`src/rtl/scan_seq_pkg.sv`:
```
// Package: shared sequencer state type for the scan test block.
package scan_seq_pkg;
    typedef enum logic [2:0] {
        ST_IDLE,
        ST_SHIFT,
        ST_CAPTURE,
        ST_DRAIN,
        ST_FINISH
    } seq_state_t;
endpackage

```
`src/rtl/scan_cell.sv`:
```
// Module: scan_cell
// A flip-flop whose D input comes from a 2:1 mux. The mux passes func_d in
// normal mode and scan_d in test mode.
// Assumes: synchronous active-low reset that clears the cell.
module scan_cell (
    input  logic clk,
    input  logic rst_n,
    input  logic test_mode,
    input  logic func_d,
    input  logic scan_d,
    output logic q
);
    // Select the D source and register it.
    always_ff @(posedge clk) begin
        if (!rst_n) q <= 1'b0;
        else        q <= test_mode ? scan_d : func_d;
    end
endmodule

```
`src/rtl/scan_bank.sv`:
```
// Module: scan_bank
// LEN scan cells chained from bit 0 up to bit LEN-1. In test mode, chain_in
// enters bit 0. In normal mode every cell loads its own func_d bit.
// Assumes: the caller takes the serial output from q[LEN-1].
module scan_bank #(
    parameter int LEN = 4
) (
    input  logic           clk,
    input  logic           rst_n,
    input  logic           test_mode,
    input  logic           chain_in,
    input  logic [LEN-1:0] func_d,
    output logic [LEN-1:0] q
);
    logic [LEN:0] link;

    // Serial path: the chain input feeds cell 0, each cell feeds the next.
    assign link[0] = chain_in;

    for (genvar i = 0; i < LEN; i++) begin : g_cell
        assign link[i+1] = q[i];
        scan_cell u_cell (
            .clk      (clk),
            .rst_n    (rst_n),
            .test_mode(test_mode),
            .func_d   (func_d[i]),
            .scan_d   (link[i]),
            .q        (q[i])
        );
    end
endmodule

```
`src/rtl/scan_cut.sv`:
```
// Module: scan_cut
// The combinational circuit under test:
// y[i] = x[i] ^ (x[i+1] & (x[i+2] | p)), indices taken mod N.
// Assumes: N >= 3, so that the three terms use distinct bits.
module scan_cut #(
    parameter int N = 4
) (
    input  logic [N-1:0] x,
    input  logic         p,
    output logic [N-1:0] y
);
    for (genvar i = 0; i < N; i++) begin : g_bit
        localparam int J = (i + 1) % N;
        localparam int K = (i + 2) % N;
        // One output bit from three neighbouring inputs and the primary input.
        assign y[i] = x[i] ^ (x[J] & (x[K] | p));
    end
endmodule

```
`src/rtl/scan_seq_fsm.sv`:
```
// Module: scan_seq_fsm
// Sequencer. Per vector it runs LEN shift cycles and then one capture cycle.
// After the last vector it runs LEN drain cycles and then a one-cycle finish.
// Assumes: start is ignored outside idle. NUM_VEC >= 1, LEN >= 2.
module scan_seq_fsm
    import scan_seq_pkg::*;
#(
    parameter int LEN     = 4,
    parameter int NUM_VEC = 2
) (
    input  logic clk,
    input  logic rst_n,
    input  logic start,
    output logic test_mode,
    output logic busy,
    output logic done
);
    localparam int CW = (LEN > 1) ? $clog2(LEN) : 1;
    localparam int VW = (NUM_VEC > 1) ? $clog2(NUM_VEC) : 1;
    localparam logic [CW-1:0] LAST_BIT = CW'(LEN - 1);
    localparam logic [VW-1:0] LAST_VEC = VW'(NUM_VEC - 1);

    seq_state_t    state_q;
    logic [CW-1:0] bit_q;
    logic [VW-1:0] vec_q;

    // State, bit counter and vector counter update.
    always_ff @(posedge clk) begin
        if (!rst_n) begin
            state_q <= ST_IDLE;
            bit_q   <= '0;
            vec_q   <= '0;
        end else begin
            unique case (state_q)
                ST_IDLE: begin
                    bit_q <= '0;
                    vec_q <= '0;
                    if (start) state_q <= ST_SHIFT;
                end
                ST_SHIFT: begin
                    if (bit_q == LAST_BIT) begin
                        bit_q   <= '0;
                        state_q <= ST_CAPTURE;
                    end else begin
                        bit_q <= bit_q + 1'b1;
                    end
                end
                ST_CAPTURE: begin
                    if (vec_q == LAST_VEC) begin
                        state_q <= ST_DRAIN;
                    end else begin
                        vec_q   <= vec_q + 1'b1;
                        state_q <= ST_SHIFT;
                    end
                end
                ST_DRAIN: begin
                    if (bit_q == LAST_BIT) begin
                        bit_q   <= '0;
                        state_q <= ST_FINISH;
                    end else begin
                        bit_q <= bit_q + 1'b1;
                    end
                end
                ST_FINISH: state_q <= ST_IDLE;
                default:   state_q <= ST_IDLE;
            endcase
        end
    end

    // Decode the outputs from the state.
    always_comb begin
        test_mode = (state_q == ST_SHIFT) || (state_q == ST_DRAIN);
        busy      = (state_q == ST_SHIFT) || (state_q == ST_DRAIN) ||
                    (state_q == ST_CAPTURE);
        done      = (state_q == ST_FINISH);
    end
endmodule

```
`src/rtl/scan_seq_ctrl.sv`:
```
// Module: scan_seq_ctrl (top)
// An input scan bank, the circuit under test and an output scan bank, run by
// the sequencer. The two banks shift in parallel under one select, so a new
// vector enters while the previous response leaves.
// Assumes: the tester holds the primary-input bit on prim_in at the capture
// edge. In normal mode the input bank holds, because its functional source
// is outside this block.
module scan_seq_ctrl #(
    parameter int CHAIN_LEN = 4,
    parameter int NUM_VEC   = 2
) (
    input  logic clk,
    input  logic rst_n,
    input  logic start,
    input  logic scan_in,
    input  logic prim_in,
    output logic scan_out,
    output logic test_mode,
    output logic done
);
    logic                 busy;
    logic [CHAIN_LEN-1:0] in_q;
    logic [CHAIN_LEN-1:0] out_q;
    logic [CHAIN_LEN-1:0] cut_y;

    scan_seq_fsm #(.LEN(CHAIN_LEN), .NUM_VEC(NUM_VEC)) u_fsm (
        .clk      (clk),
        .rst_n    (rst_n),
        .start    (start),
        .test_mode(test_mode),
        .busy     (busy),
        .done     (done)
    );

    scan_bank #(.LEN(CHAIN_LEN)) u_in_bank (
        .clk      (clk),
        .rst_n    (rst_n),
        .test_mode(test_mode),
        .chain_in (scan_in),
        .func_d   (in_q),
        .q        (in_q)
    );

    scan_cut #(.N(CHAIN_LEN)) u_cut (
        .x(in_q),
        .p(prim_in),
        .y(cut_y)
    );

    scan_bank #(.LEN(CHAIN_LEN)) u_out_bank (
        .clk      (clk),
        .rst_n    (rst_n),
        .test_mode(test_mode),
        .chain_in (1'b0),
        .func_d   (cut_y),
        .q        (out_q)
    );

    // The serial response leaves from the top cell of the output bank.
    assign scan_out = out_q[CHAIN_LEN-1];
endmodule

```
`config.mk`:
```
export PLATFORM = sky130hd
export DESIGN_NAME = scan_seq_ctrl
export DESIGN_NICKNAME = d
export VERILOG_FILES = /design/src/rtl/scan_seq_pkg.sv /design/src/rtl/scan_cell.sv /design/src/rtl/scan_bank.sv /design/src/rtl/scan_cut.sv /design/src/rtl/scan_seq_fsm.sv /design/src/rtl/scan_seq_ctrl.sv
export SDC_FILE = /design/constraint.sdc
export NUM_CORES = 1
export LEC_CHECK = 0
export BUFFER_PORTS_ARGS = -buffer_cell sky130_fd_sc_hd__buf_2
export CORE_MARGIN = 3
export CORE_UTILIZATION = 35
export CTS_BUF_LIST = sky130_fd_sc_hd__clkbuf_16
export DETAILED_ROUTE_END_ITERATION = 12
export GPL_TIMING_DRIVEN = 0
export SLEW_MARGIN = 30
export SYNTH_ARGS = -nofsm -noshare
export SYNTH_HDL_FRONTEND = slang
export SYNTH_SLANG_ARGS = --single-unit
```
`constraint.sdc`:
```
create_clock -name clk -period 1.1 [get_ports clk]
set_clock_uncertainty 0.1 [all_clocks]
set_input_delay 0.165 -clock clk [delete_from_list [all_inputs] [get_ports clk]]
set_output_delay 0.165 -clock clk [all_outputs]
set_load 0.02 [all_outputs]
```
==> flow_summary_export.csv <==
group,metric,value,unit
logic_synthesis,yosys_warnings,0,
worst_setup_path,crit_arrival,0.95,ns
sta,fin_ws,-0.112,ns
logic_synthesis,yosys-top-cells-area,"dfxtp_1, o21ai_0, a21boi_0",
logic_synthesis,yosysTopAreaCell,"dfxtp_1",
worst_setup_path,path_cells,"nand2b_4, inv_4, buf_6",
floorplanning,die_y,47.4,um
pwr,peakVddDrop,1090,uV
worst_setup_path,rrSetupSlack,-0.06,ns
sta,holdWs,0.0612,ns
clocking,numCtsBuffers,3,
worst_setup_path,critPathLaunchType,"register",
floorplanning,rows,14,
route,drtIter0Drc,7,
worst_setup_path,required,0.83,ns
worst_setup_path,r2r_end,"u_out_bank.g_cell[1].u_cell.q",
worst_setup_path,slowest_delay,0.36,ns
clocking,cts_tree,"done",
worst_setup_path,worstPathMaxFanout,6,
logic_synthesis,syn_area_per_cell,8.96,sq um
finish,layout_commonest_cell,"nand2_1",
run_status,status,"finished, violations left",
pwr,power,1.34,mW
finish,layout_common_cells,"nand2_1, dfxtp_1, buf_4",
clocking,clkLatencyLatePin,0.24,ns
pwr,power_density,1570,mW/mm^2
place,port_buffers,7,
logic_synthesis,seq_area_frac_synth,46.7,%
global_route,grt_max_degree,11,
logic_synthesis,synthCells,67,
global_route,antenna_found_initial,0,
global_route,busiest_layer,"met2",
place,place_congestion,0.764,
sta,period_minus_slack,1.21,ns
worst_setup_path,slowest_stage,"dfxtp_4",
sta,fmax,825,MHz
logic_synthesis,yosys.area.top_type_share,46.7,%
floorplanning,dieWidth,47.4,um
worst_setup_path,reg2reg_depth,5,
route,first_pass_iters,4,
finish,antennaDiodeCount,0,
finish,final_net_count,92,
min_path,min_path_cells,3,
logic_synthesis,synth_cell_types,24,
worst_setup_path,r2r_start,"u_fsm.state_q[2]",
place,place_hpwl,706,um
sta,worst_pin_slew,0.488,ns
pwr,p_leak,0.339,nW
global_route,met3_usage,7.89,%
clocking,cts.sinks,14,
logic_synthesis,netlist_area,601,sq um
sta,setup_viol,10,
floorplanning,core_area,0.00156,sq mm
sta,post-route-period-util,110,%
clocking,clk_pin_slew,0.04,ns
logic_synthesis,ys_ff_latch,14,
route,wl_per_cell,12.4,um
route,postRouteAntennaNets,0,
global_route,grt_first_pass_wirelength,1770,um
logic_synthesis,syn_nets,73,
worst_setup_path,critPathKind,"reg -> out",
global_route,overflow,0,
route,vias,500,
flow_run,maxCapViolations,0,
floorplanning,ios,8,
floorplanning,start_util,38.5,%
sta,slew_headroom,67.5,%
clocking,clk_path_buf_depth,2,
floorplanning,die_area,0.00225,sq mm
global_route,first_global_vias,397,
route,post_drt_via_cell_ratio,5.00,
route,drc,0,
clocking,cts_htree_levels,1,
min_path,hp-class,"in -> reg",
global_route,grt.met2_usage,16.3,%
global_route,met1_usage,15.2,%
clocking,root_buffer,"clkbuf_16",
sta,final_max_slew_viol_count,0,
worst_setup_path,end_kind,"output pin",
finish,drive_above_1_share,39.3,%
route,drt-total-wl,1240,um
global_route,grtUsageTotal,11.9,%
run_status,failed_checks,"setup timing",
sta,rsz0062_at_grt,"yes",
finish,area_delta_synth_final,41.5,%
min_path,worst_hold_startpoint,"scan_in",
min_path,min_to,"u_in_bank.g_cell[0].u_cell.q",
sta,hold_viol_final,0,
worst max-delay path by stage:
stage,end,from
3_3_place_gp,u_in_bank.g_cell[1].u_cell.q,u_fsm.state_q[2]
5_1_grt,test_mode,u_fsm.state_q[2]
2_1_floorplan,u_fsm.bit_q[0],u_fsm.bit_q[1]
3_5_place_dp,u_in_bank.g_cell[1].u_cell.q,u_fsm.state_q[2]
4_1_cts,done,u_fsm.state_q[0]
6_report,test_mode,u_fsm.state_q[2]
through the flow:
stage               setup slack, ns  cells  TNS, ns  util [%]  area [sq um]
detailed placement          -0.0427     90   -0.273      42.5           663
global route                 -0.143    100   -0.823      54.5           850
floorplan                    0.0112     67        0         -           608
global placement            -0.0388     90   -0.238      42.5           663
finish                       -0.112    100   -0.445      54.5           850
CTS                          -0.139     95   -0.349      50.2           783
sequential cells by signal, indices dropped and copies added, names as in the netlist:
register,flops
u_in_bank.g_cell.u_cell.q,4
u_out_bank.g_cell.u_cell.q,4
u_fsm.state_q,3
u_fsm.bit_q,2
u_fsm.vec_q,1
Yosys cell counts (all sizes together):
library cell,number
nor3,1
a21boi,7
nand2b,2
nand3,1
xor2,4
xnor2,1
nor3b,1
or3,1
a21oi,3
clkbuf,1
and3,1
nand2,10
nor2,3
a22oi,1
o21ai,10
inv,1
nor2b,1
ha,1
dfxtp,14
a211oi,1
buf,2
area by class of cell:
type	count	area [sq um]
flip-flops and latches	14	292
clock buffers	3	75.1
repair buffers	15	108
inverters	1	6.26
well taps	16	20.0
plain buffers	2	15.0
fillers	154	709
multi-input cells	49	334
report_power, final:
part,internal [mW],switching (mW)
clock,0.474,0.196
sequential,0.524,0.0148
combinational,0.0661,0.0609
worst max-delay path: cells and delay by family, from the launching register on:
family | cells | cell delay, ns
buffers and inverters | 2 | 0.18
flip-flops | 1 | 0.36
AND/OR/NAND/NOR | 1 | 0.16
repair_timing:
action,CTS,global route
gates resized for setup,14,16
hold buffers,0,0
pin swaps,1,2
gates cloned,0,1
endpoints found under the setup margin,10,12
buffers inserted,2,5
endpoints found under the hold margin,0,0
per-layer routing:
layer	part of all wire [%]	vias up
met4	0	0
met5	0	-
li1	-	266
met3	7.4	0
met2	43	12
met1	49	222
cell families (layout without fill, tap and decap cells):
| kind of cell | Yosys count | after routing | synth area share [%] |
|---|---|---|---|
| xor gates and xnor gates | 5 | 5 | 7.29 |
| and+or+nand+nor | 21 | 21 | 17.5 |
| AOI/OAI and AO/OA | 22 | 22 | 22.1 |
| adders and majority gates | 1 | 1 | 2.08 |
| DFF | 14 | 14 | 46.7 |
| buffers and inverters | 4 | 21 | 4.37 |
(Power assumes the default switching activity.)
